<file path="config.mk">
export PLATFORM = sky130hd
export DESIGN_NAME = serial_disp_decoder
export DESIGN_NICKNAME = d
export VERILOG_FILES = /design/src/rtl/sdd_pkg.sv /design/src/rtl/sdd_sync.sv /design/src/rtl/sdd_rx.sv /design/src/rtl/sdd_dot_ram.sv /design/src/rtl/serial_disp_decoder.sv
export SDC_FILE = /design/constraint.sdc
export NUM_CORES = 1
export LEC_CHECK = 0
export ABC_AREA = 1
export BUFFER_PORTS_ARGS = -buffer_cell sky130_fd_sc_hd__buf_2
export CAP_MARGIN = 30
export CORE_UTILIZATION = 45
export CTS_CLUSTER_DIAMETER = 80
export CTS_CLUSTER_SIZE = 28
export DETAILED_ROUTE_END_ITERATION = 12
export SLEW_MARGIN = 20
export SYNTH_ARGS = -nofsm -noshare
export SYNTH_HDL_FRONTEND = slang
export SYNTH_HIERARCHICAL = 1
export SYNTH_SLANG_ARGS = --single-unit
</file>
<file path="constraint.sdc">
create_clock -name clk_i -period 3.7 [get_ports clk_i]
set_clock_uncertainty 0.05 [all_clocks]
set_input_delay 0.74 -clock clk_i [delete_from_list [all_inputs] [get_ports clk_i]]
set_output_delay 0.74 -clock clk_i [all_outputs]
set_load 0.1 [all_outputs]
</file>
<file path="src/rtl/sdd_pkg.sv">
package sdd_pkg;
  localparam int WORD_W = 8;
  localparam int CNT_W  = 4;
  localparam int CTRL_W = 5;

  typedef enum logic [2:0] {
    OP_COLS  = 3'b000,
    OP_ADDR  = 3'b101,
    OP_CLEAR = 3'b110,
    OP_CTRL  = 3'b111
  } opcode_e;
endpackage

</file>
<file path="src/rtl/sdd_sync.sv">
module sdd_sync #(
  parameter int                WIDTH   = 1,
  parameter int                STAGES  = 2,
  parameter logic [WIDTH-1:0]  RST_VAL = '0
) (
  input  logic             clk_i,
  input  logic             rst_ni,
  input  logic [WIDTH-1:0] d_i,
  output logic [WIDTH-1:0] q_o
);
  logic [STAGES-1:0][WIDTH-1:0] stg_q;

  for (genvar i = 0; i < STAGES; i++) begin : g_stage
    if (i == 0) begin : g_first
      always_ff @(posedge clk_i or negedge rst_ni)
        if (!rst_ni) stg_q[i] <= RST_VAL;
        else         stg_q[i] <= d_i;
    end else begin : g_next
      always_ff @(posedge clk_i or negedge rst_ni)
        if (!rst_ni) stg_q[i] <= RST_VAL;
        else         stg_q[i] <= stg_q[i-1];
    end
  end

  assign q_o = stg_q[STAGES-1];
endmodule

</file>
<file path="src/rtl/sdd_rx.sv">
module sdd_rx
  import sdd_pkg::*;
(
  input  logic              clk_i,
  input  logic              rst_ni,
  input  logic              sclk_s_i,
  input  logic              sdata_s_i,
  input  logic              load_s_i,
  output logic              cmd_valid_o,
  output logic [WORD_W-1:0] cmd_o,
  output logic [CNT_W-1:0]  bit_cnt_o
);
  localparam logic [CNT_W-1:0] CNT_FULL = CNT_W'(WORD_W);
  localparam logic [CNT_W-1:0] CNT_SAT  = CNT_W'(WORD_W + 1);

  logic              sclk_q, load_q;
  logic [WORD_W-1:0] shift_q;
  logic [CNT_W-1:0]  cnt_q;
  logic              sclk_rise, load_rise;

  assign sclk_rise = sclk_s_i & ~sclk_q;
  assign load_rise = load_s_i & ~load_q;

  always_ff @(posedge clk_i or negedge rst_ni) begin
    if (!rst_ni) begin
      sclk_q  <= 1'b0;
      load_q  <= 1'b1;
      shift_q <= '0;
      cnt_q   <= '0;
    end else begin
      sclk_q <= sclk_s_i;
      load_q <= load_s_i;
      if (load_rise) begin
        cnt_q <= '0;
      end else if (sclk_rise && !load_s_i) begin
        shift_q <= {sdata_s_i, shift_q[WORD_W-1:1]};
        // saturate so an overlong word never wraps back to a valid count
        if (cnt_q != CNT_SAT) cnt_q <= cnt_q + CNT_W'(1);
      end
    end
  end

  assign cmd_valid_o = load_rise && (cnt_q == CNT_FULL);
  assign cmd_o       = shift_q;
  assign bit_cnt_o   = cnt_q;
endmodule

</file>
<file path="src/rtl/sdd_dot_ram.sv">
module sdd_dot_ram #(
  parameter int N_CHARS = 4,
  parameter int N_ROWS  = 7,
  parameter int N_COLS  = 5,
  parameter int CHAR_W  = 2,
  parameter int ROW_W   = 3
) (
  input  logic              clk_i,
  input  logic              rst_ni,
  input  logic              we_i,
  input  logic              clr_i,
  input  logic [CHAR_W-1:0] wchar_i,
  input  logic [ROW_W-1:0]  wrow_i,
  input  logic [N_COLS-1:0] wdata_i,
  input  logic [CHAR_W-1:0] rchar_i,
  input  logic [ROW_W-1:0]  rrow_i,
  output logic [N_COLS-1:0] rdata_o
);
  localparam int N_CELLS = N_CHARS * N_ROWS;

  logic [N_CELLS-1:0][N_COLS-1:0] mem_flat;

  for (genvar c = 0; c < N_CHARS; c++) begin : g_char
    for (genvar r = 0; r < N_ROWS; r++) begin : g_row
      logic [N_COLS-1:0] cell_q;
      always_ff @(posedge clk_i or negedge rst_ni)
        if (!rst_ni)     cell_q <= '0;
        else if (clr_i)  cell_q <= '0;
        else if (we_i && wchar_i == CHAR_W'(c) && wrow_i == ROW_W'(r))
                         cell_q <= wdata_i;
      assign mem_flat[c*N_ROWS+r] = cell_q;
    end
  end

  always_comb begin
    rdata_o = '0;
    for (int c = 0; c < N_CHARS; c++)
      for (int r = 0; r < N_ROWS; r++)
        if (rchar_i == CHAR_W'(c) && rrow_i == ROW_W'(r))
          rdata_o = mem_flat[c*N_ROWS+r];
  end
endmodule

</file>
<file path="src/rtl/serial_disp_decoder.sv">
module serial_disp_decoder
  import sdd_pkg::*;
#(
  parameter int N_CHARS     = 4,
  parameter int N_ROWS      = 7,
  parameter int N_COLS      = 5,
  parameter int SYNC_STAGES = 2,
  localparam int CHAR_W     = $clog2(N_CHARS),
  localparam int ROW_W      = $clog2(N_ROWS + 1)
) (
  input  logic              clk_i,
  input  logic              rst_ni,
  input  logic              sclk_i,
  input  logic              sdata_i,
  input  logic              load_ni,
  input  logic [CHAR_W-1:0] rd_char_i,
  input  logic [ROW_W-1:0]  rd_row_i,
  output logic [N_COLS-1:0] rd_cols_o,
  output logic [CHAR_W-1:0] char_addr_o,
  output logic [CTRL_W-1:0] ctrl_word_o
);
  localparam logic [ROW_W-1:0] ROW_END = ROW_W'(N_ROWS);

  logic              load_s, sclk_s, sdata_s;
  logic              cmd_valid;
  logic [WORD_W-1:0] cmd;
  logic [CNT_W-1:0]  bit_cnt;
  opcode_e           op;
  logic              addr_ok;
  logic [ROW_W-1:0]  row_ptr;
  logic [CHAR_W-1:0] char_q;
  logic [CTRL_W-1:0] ctrl_q;
  logic              ram_we, ram_clr;

  sdd_sync #(.WIDTH(3), .STAGES(SYNC_STAGES), .RST_VAL(3'b100)) u_sync (
    .clk_i (clk_i),
    .rst_ni(rst_ni),
    .d_i   ({load_ni, sclk_i, sdata_i}),
    .q_o   ({load_s, sclk_s, sdata_s})
  );

  sdd_rx u_rx (
    .clk_i      (clk_i),
    .rst_ni     (rst_ni),
    .sclk_s_i   (sclk_s),
    .sdata_s_i  (sdata_s),
    .load_s_i   (load_s),
    .cmd_valid_o(cmd_valid),
    .cmd_o      (cmd),
    .bit_cnt_o  (bit_cnt)
  );

  assign op      = opcode_e'(cmd[7:5]);
  assign addr_ok = {29'd0, cmd[2:0]} < 32'(N_CHARS);
  assign ram_we  = cmd_valid && (op == OP_COLS) && (row_ptr < ROW_END);
  assign ram_clr = cmd_valid && (op == OP_CLEAR);

  always_ff @(posedge clk_i or negedge rst_ni) begin
    if (!rst_ni) begin
      char_q  <= '0;
      row_ptr <= '0;
      ctrl_q  <= '0;
    end else if (cmd_valid) begin
      case (op)
        OP_COLS:  if (row_ptr < ROW_END) row_ptr <= row_ptr + ROW_W'(1);
        OP_ADDR:  if (addr_ok) begin
                    char_q  <= cmd[CHAR_W-1:0];
                    row_ptr <= '0;
                  end
        OP_CLEAR: begin
                    char_q  <= '0;
                    row_ptr <= '0;
                  end
        OP_CTRL:  ctrl_q <= cmd[CTRL_W-1:0];
        default:  ;
      endcase
    end
  end

  sdd_dot_ram #(
    .N_CHARS(N_CHARS), .N_ROWS(N_ROWS), .N_COLS(N_COLS),
    .CHAR_W (CHAR_W),  .ROW_W (ROW_W)
  ) u_ram (
    .clk_i  (clk_i),
    .rst_ni (rst_ni),
    .we_i   (ram_we),
    .clr_i  (ram_clr),
    .wchar_i(char_q),
    .wrow_i (row_ptr),
    .wdata_i(cmd[N_COLS-1:0]),
    .rchar_i(rd_char_i),
    .rrow_i (rd_row_i),
    .rdata_o(rd_cols_o)
  );

  assign char_addr_o = char_q;
  assign ctrl_word_o = ctrl_q;
endmodule

</file>
==> flow_summary.json, run 1 <==
{
  "port_buffers": 21,
  "rows": 47,
  "io-pin-count": 22,
  "dieArea_mm2": 0.0179,
  "clock.fmax_mhz": 265,
  "synthesis.area_mm2": 0.00781,
  "synth_edf_count": 0,
  "ys_ff_latch": 170,
  "max_slew_margin_pct": 32.0,
  "h-tree-depth": 4,
  "worstPathArrival_ns": 2.98,
  "via_per_inst": 5.32,
  "worstHoldPathType": "input pin to async pin",
  "tightestPinTransition_ns": 1.01,
  "path_buf_inv": 4,
  "worst_path_dominant_cell_family": "simple AND/OR/NAND/NOR gates",
  "overflow": 0,
  "rr_startpoint": "u_sync/q_o[2]",
  "synthTopCellsByCount": "nand2_1, dfrtp_1, o21ai_0",
  "wl_mm": 20.9,
  "clk_latency_ns": 0.42,
  "crit_type": "input pin to output port",
  "crit_path_start": "rd_char_i[0]",
  "root_buffer": "clkbuf_16",
  "drt_iter0_drc": 516,
  "setup_violations": 2,
  "num_vias": 6671,
  "start_kind": "input pin",
  "violations": "setup timing",
  "crit_path_frequent_cell": "nand4_1",
  "synth.top_cell.area_share_pct": 53.5,
  "async_reset_ff_share_pct": 100,
  "holdWs_ns": 0.253,
  "pwr-share-clk_pct": 45.3,
  "crit_slowest_cell": "buf_12",
  "dp_hpwl_mm": 14.3,
  "critical_path_required_ns": 2.91,
  "die_h_um": 134,
  "diodes": 0,
  "first_global_vias": 6260,
  "area_delta_synth_final_pct": 18.9,
  "crit_path_max_fanout": 6,
  "max_cap_violations": 0,
  "worstPathCellList": "buf_2, nor2_4, inv_2, nor2_4, buf_4, nand2_1, nand4_1, nor2_1, nand3_1, nand2_1, nand4_1, nor2_1, nand4_1, nor2_1, nand4_1, nor2_1, nand4_1, nor2_2, nand3_2, buf_12",
  "synth_fp_nets": 963,
  "p_int_mw": 3.13,
  "cts_tree": "yes",
  "syn_area_per_cell_um2": 8.23,
  "cellPowerDensity_mw_per_mm2": 452,
  "max_stage_delay_ns": 0.18,
  "ys.flop_type": "dfrtp_1",
  "grt_pass1_wl_mm": 34.0,
  "fin_ws_ns": -0.0708,
  "ant_nets": 0,
  "cts_buffers": 17,
  "ys_warn_count": 6,
  "grt_max_degree": 67,
  "drc": 0,
  "gp_congestion": 0.866,
  "clock-sinks": 170,
  "track_usage_pct": 25.1,
  "start_util_pct": 46.6,
  "final_hold_viol_count": 0,
  "maxSlewViolCount": 0,
  "core_area_mm2": 0.0168,
  "finalCritPeriodShare_pct": 102,
  "seq_power_share_pct": 45.7,
  "power_mw": 4.20,
  "drive_above_1_share_pct": 14.8,
  "clk_pin_slew_ns": 0.06,
  "syn_inst": 949,
  "antenna_found_initial": 0,
  "rsz0062_at_grt": "true",
  "nets": 1035,
  "synth_area_leader_cell": "dfrtp_1",
  "routedWlPerCell_um": 16.6,
  "die-width_um": 134,
  "yosysUniqueCellTypes": 34,
  "synth_area_leaders": "dfrtp_1, nand2_1, o21ai_0",
  "yosysSeqAreaShare_pct": 54.5,
  "ctsHoldBuffers": 0,
  "firstDrtPassIters": 6,
  "ir_worst_vdd_mv": 0.353,
  "p_switching_mw": 1.06,
  "p_leak_nw": 4.20,
  "worst_setup_path_end_kind": "output port",
  "period_needed_ns": 3.77,
  "status": "complete, but fails checks",
  "clk_path_buf_depth": 2,
  "swShare_pct": 25.4,
  "p_comb_share_pct": 9.0,
  "synth_most_common_cell": "nand2_1"
}
==> power by group through the flow <==
stage	clock network [mW]	registers [mW]	logic [mW]
4_1_cts	1.94	1.92	0.376
5_1_grt	2.00	1.92	0.415
3_3_place_gp	0	1.95	0.362
6_report	1.90	1.92	0.379
3_5_place_dp	0	1.95	0.365
2_1_floorplan	0	1.94	0.180
==> through the flow <==
step	instance area (um^2)	instances	setup slack (ns)	utilization, %	TNS, ns
after global routing	9290	1254	-0.217	55.4	-0.758
final	9290	1254	-0.0708	55.4	-0.117
after detailed placement	8520	1219	-0.182	50.8	-0.635
after floorplan	7820	949	0.0344	-	0
after global placement	8520	1219	-0.155	50.8	-0.515
after CTS	9230	1253	-0.0617	55.1	-0.222
==> path summary, 6_finish.rpt <==
check,end,slack (ns),cells past startpoint
min,u_ram/g_char[0].g_row[2].cell_q[1],0.25,1
max reg2reg,u_ram/g_char[2].g_row[4].cell_q[3],0.83,12
min in group clk_i,u_sync/q_o[1],0.30,0
max in group asynchronous,u_sync/q_o[2],2.48,2
max,rd_cols_o[3],-0.07,20
min reg2reg,u_sync/q_o[1],0.30,0
==> area by class of cell <==
class | instances | area (um^2)
clock buffer | 18 | 439
clock inverter | 14 | 196
fill | 1571 | 7470
inverter | 70 | 265
multi-input combinational | 686 | 3240
sequential | 170 | 4260
tap | 220 | 275
timing repair buffer | 76 | 621
==> layout by cell type (no fill, tap or decap), drive strengths merged <==
| master | instances |
|---|---|
| nor2 | 78 |
| o211ai | 1 |
| inv | 69 |
| nand3 | 64 |
| xor2 | 1 |
| xnor2 | 1 |
| clkinv | 8 |
| ha | 4 |
| mux2 | 1 |
| dfstp | 3 |
| nor3b | 6 |
| a21oi | 28 |
| nand2 | 295 |
| clkinvlp | 3 |
| dfrtp | 167 |
| clkbuf | 19 |
| buf | 75 |
| o21ai | 153 |
| bufinv | 4 |
| or2 | 3 |
| nand4 | 37 |
| nor3 | 14 |
==> repair_timing <==
item | in CTS | in global routing
gates cloned | 1 | 0
setup buffers | 1 | 0
resized for setup | 20 | 18
setup endpoints to repair | 5 | 5
pin swaps | 0 | 1
==> state kept, by name, summed over array words and instances (netlist names) <==
name	flops
u_sync/q_o	3
u_ram/g_char.g_row.cell_q	140
u_rx/sclk_q	1
char_addr_o	2
u_rx/load_q	1
u_sync/stg_q	3
u_rx/cmd_o	8
row_ptr	3
u_rx/bit_cnt_o	4
ctrl_word_o	5
==> cell families (layout without fill, tap and decap cells) <==
group | after synthesis | count (layout) | synth area share, %
and+or+nand+nor | 497 | 497 | 27.9
xor gates and xnor gates | 2 | 2 | 0.224
DFF | 170 | 170 | 54.5
AOI/OAI and AO/OA | 182 | 182 | 11.7
buffers and inverters | 93 | 178 | 4.92
muxes | 1 | 1 | 0.144
adders and majority gates | 4 | 4 | 0.641
==> metal layers <==
metal	vias up	global-route usage, %	routed length, um
met3	29	4.00	1050
met1	3181	36.3	9960
met4	0	8.40	318
met5	-	0	0
met2	181	38.5	9540
li1	3280	-	-
(Power assumes the default switching activity.)
==> inputs of run 2 (changes only) <==
--- a/config.mk
+++ b/config.mk
@@ -5,13 +5,15 @@
 export SDC_FILE = /design/constraint.sdc
 export NUM_CORES = 1
 export LEC_CHECK = 0
-export ABC_AREA = 1
 export BUFFER_PORTS_ARGS = -buffer_cell sky130_fd_sc_hd__buf_2
 export CAP_MARGIN = 30
+export CELL_PAD_IN_SITES_DETAIL_PLACEMENT = 1
+export CELL_PAD_IN_SITES_GLOBAL_PLACEMENT = 1
 export CORE_UTILIZATION = 45
 export CTS_CLUSTER_DIAMETER = 80
 export CTS_CLUSTER_SIZE = 28
 export DETAILED_ROUTE_END_ITERATION = 12
+export PLACE_DENSITY_LB_ADDON = 0.1
 export SLEW_MARGIN = 20
 export SYNTH_ARGS = -nofsm -noshare
 export SYNTH_HDL_FRONTEND = slang
==> run 2 against run 1 <==
Effect of this change: critical path depth shrank 11; sequential cell count is the same; global-route usage increased by 5.5 points; routed wire length up 42%; cell area is 9.4% higher; synthesized area grew 15%; the flow now finishes without violations; fmax is 5.5% higher.
==> flow_summary.json, run 2 <==
{
  "status": "finished, final reports clean",
  "cts_buffers": 17,
  "syn_area_per_cell_um2": 9.08,
  "period_needed_ns": 3.57,
  "synth_area_leader_cell": "dfrtp_1",
  "synthTopCellsByCount": "dfrtp_1, nand2_1, a21oi_1",
  "finalCritPeriodShare_pct": 96.6,
  "ys.flop_type": "dfrtp_1",
  "place_inst": 1232,
  "io-pin-count": 22,
  "port_buffers": 21,
  "gp_congestion": 0.940,
  "firstDrtPassIters": 5,
  "ys_warn_count": 6,
  "pre_cts_ws_ns": 0.111,
  "rsz0062_at_grt": "false",
  "antenna_found_initial": 0,
  "cts_tree": "yes",
  "final_cells": 1264,
  "overflow": 0,
  "regMostFlops": "u_ram/g_char.g_row.cell_q",
  "ctsHoldBuffers": 0,
  "nets": 1000,
  "syn_inst": 989,
  "routedWlPerCell_um": 23.5,
  "clk_latency_ns": 0.44,
  "rows": 51,
  "start_util_pct": 46.0,
  "drive_above_1_share_pct": 13.8,
  "clock.fmax_mhz": 280,
  "grt_max_degree": 97,
  "final_hold_viol_count": 0,
  "ys_ff_latch": 170,
  "p_leak_nw": 4.42,
  "synth_area_leaders": "dfrtp_1, mux2i_1, nand2_1",
  "synth_edf_count": 0,
  "start_kind": "input pin",
  "setup_violations": 0,
  "max_slew_margin_pct": 43.5,
  "core_area_mm2": 0.0195,
  "die_h_um": 143,
  "h-tree-depth": 4,
  "drt_iter0_drc": 577,
  "dieArea_mm2": 0.0205,
  "yosysUniqueCellTypes": 72,
  "die-width_um": 143,
  "final_core_util_pct": 52.0,
  "via_per_inst": 6.08,
  "worstHoldPathType": "input pin to async pin",
  "track_usage_pct": 30.6,
  "num_vias": 7679,
  "critical_path_required_ns": 2.91,
  "synth_most_common_cell": "dfrtp_1",
  "area_delta_synth_final_pct": 13.2,
  "final.fill_count": 2257,
  "ir_worst_vdd_mv": 0.285,
  "root_buffer": "clkbuf_16",
  "drc": 0,
  "clk_pin_slew_ns": 0.07,
  "dp_hpwl_mm": 20.3,
  "mostFrequentLayoutCells": "dfrtp_1, nand2_1, a21oi_1, nor2_1, nand3_1",
  "largest_reg_flops": 140,
  "clock-sinks": 170,
  "worstPathArrival_ns": 2.78,
  "wl_mm": 29.7,
  "synth_fp_nets": 1003,
  "fin_ws_ns": 0.127,
  "final_common_cell": "dfrtp_1",
  "worst_setup_path_end_kind": "output port",
  "clk_path_buf_depth": 2,
  "crit_path_max_fanout": 32,
  "synth.top_cell.area_share_pct": 46.6,
  "crit_type": "input pin to output port",
  "ant_nets": 0,
  "max_cap_violations": 0,
  "synthesis.area_mm2": 0.00898,
  "async_reset_ff_share_pct": 100,
  "grt_pass1_wl_mm": 46.6,
  "first_global_vias": 8092,
  "maxSlewViolCount": 0,
  "diodes": 0,
  "yosysSeqAreaShare_pct": 47.4,
  "tightestPinTransition_ns": 0.848,
  "cellPowerDensity_mw_per_mm2": 427
}
==> run 2: cell count changes after synthesis, sizes merged, moves of 20 or more <==
cell,change
a21oi,+78
mux2i,+82
buf,+28
clkbuf,+39
o21ai,-131
nand3,+27
nand4,-33
nor2,+20
inv,-56
nand2,-147
==> run 2: path summary, 6_finish.rpt <==
check,startpoint,endpoint,slack (ns),cells past startpoint
worst max-delay path,rd_row_i[0],rd_cols_o[2],0.13,9
worst min-delay path,rst_ni,ctrl_word_o[1],0.26,1
worst max register to register,u_sync/q_o[2],u_ram/g_char[0].g_row[3].cell_q[4],0.42,7
worst min register to register,u_sync/stg_q[0],u_sync/q_o[0],0.30,0
max in group asynchronous,rst_ni,u_ram/g_char[2].g_row[6].cell_q[2],2.47,2
min in group clk_i,u_sync/stg_q[0],u_sync/q_o[0],0.30,0
==> run 2: routing by layer <==
| layer | share of wire (%) | wire (um) | vias up | GRT usage [%] |
|---|---|---|---|---|
| met5 | 0 | 0 | - | 0 |
| met4 | 3.1 | 913 | 0 | 12.3 |
| met3 | 3.8 | 1130 | 53 | 4.56 |
| met2 | 48 | 14200 | 184 | 49.9 |
| met1 | 45 | 13400 | 3979 | 40.8 |
| li1 | - | - | 3463 | - |
==> run 2: final cells by class <==
type                       instances  area [um^2]  area share [%]
clock buffer                      18          429            4.22
clock inverter                    14          173            1.70
inverter                          12         45.0           0.443
multi-input combinational        717         4310            42.4
sequential                       170         4260            41.9
tap                              265          332            3.26
timing repair buffer              68          617            6.07
==> run 2: repair_timing <==
| item | in CTS | in global routing |
|---|---|---|
| buffers inserted | 0 | 0 |
| resized for setup | 0 | 2 |
| endpoints found under the setup margin | 0 | 3 |
==> run 2: power breakdown <==
group	switching, mW	total, mW	internal (mW)
Combinational	0.302	0.451	0.149
Clock	0.848	1.87	1.02
Sequential	0.134	2.02	1.88
Total	1.28	4.34	3.06
==> run 2: kinds of logic (layout without fill, tap and decap cells) <==
family / Yosys count / after routing / synth area share (%)
simple gates: 405 / 405 / 20.8
compound gates: 212 / 212 / 15.0
flops: 170 / 170 / 47.4
buf+inv: 102 / 112 / 5.23
mux: 95 / 95 / 10.9
fa+ha+maj: 4 / 4 / 0.558
xor+xnor: 1 / 1 / 0.0976
==> run 2: through the flow <==
| step | area, um^2 | hold WS [ns] | total power, mW | TNS, ns |
|---|---|---|---|---|
| 6_report | 10200 | 0.261 | 4.34 | 0 |
| 5_1_grt | 10200 | 0.307 | 4.48 | 0 |
| 4_1_cts | 10200 | 0.284 | 4.37 | 0 |
| 3_5_place_dp | 9550 | 0.287 | 2.50 | 0 |
| 3_3_place_gp | 9550 | 0.285 | 2.49 | 0 |
| 2_1_floorplan | 9010 | 0.281 | 2.27 | -0.280 |
==> run 2: critical path, stage by stage <==
cell	delay, ns
buf_2	0.19
buf_12	0.22
or2b_1	0.27
o22a_1	0.21
a221o_1	0.34
a221oi_2	0.26
a221oi_1	0.10
o21ai_2	0.23
buf_12	0.20
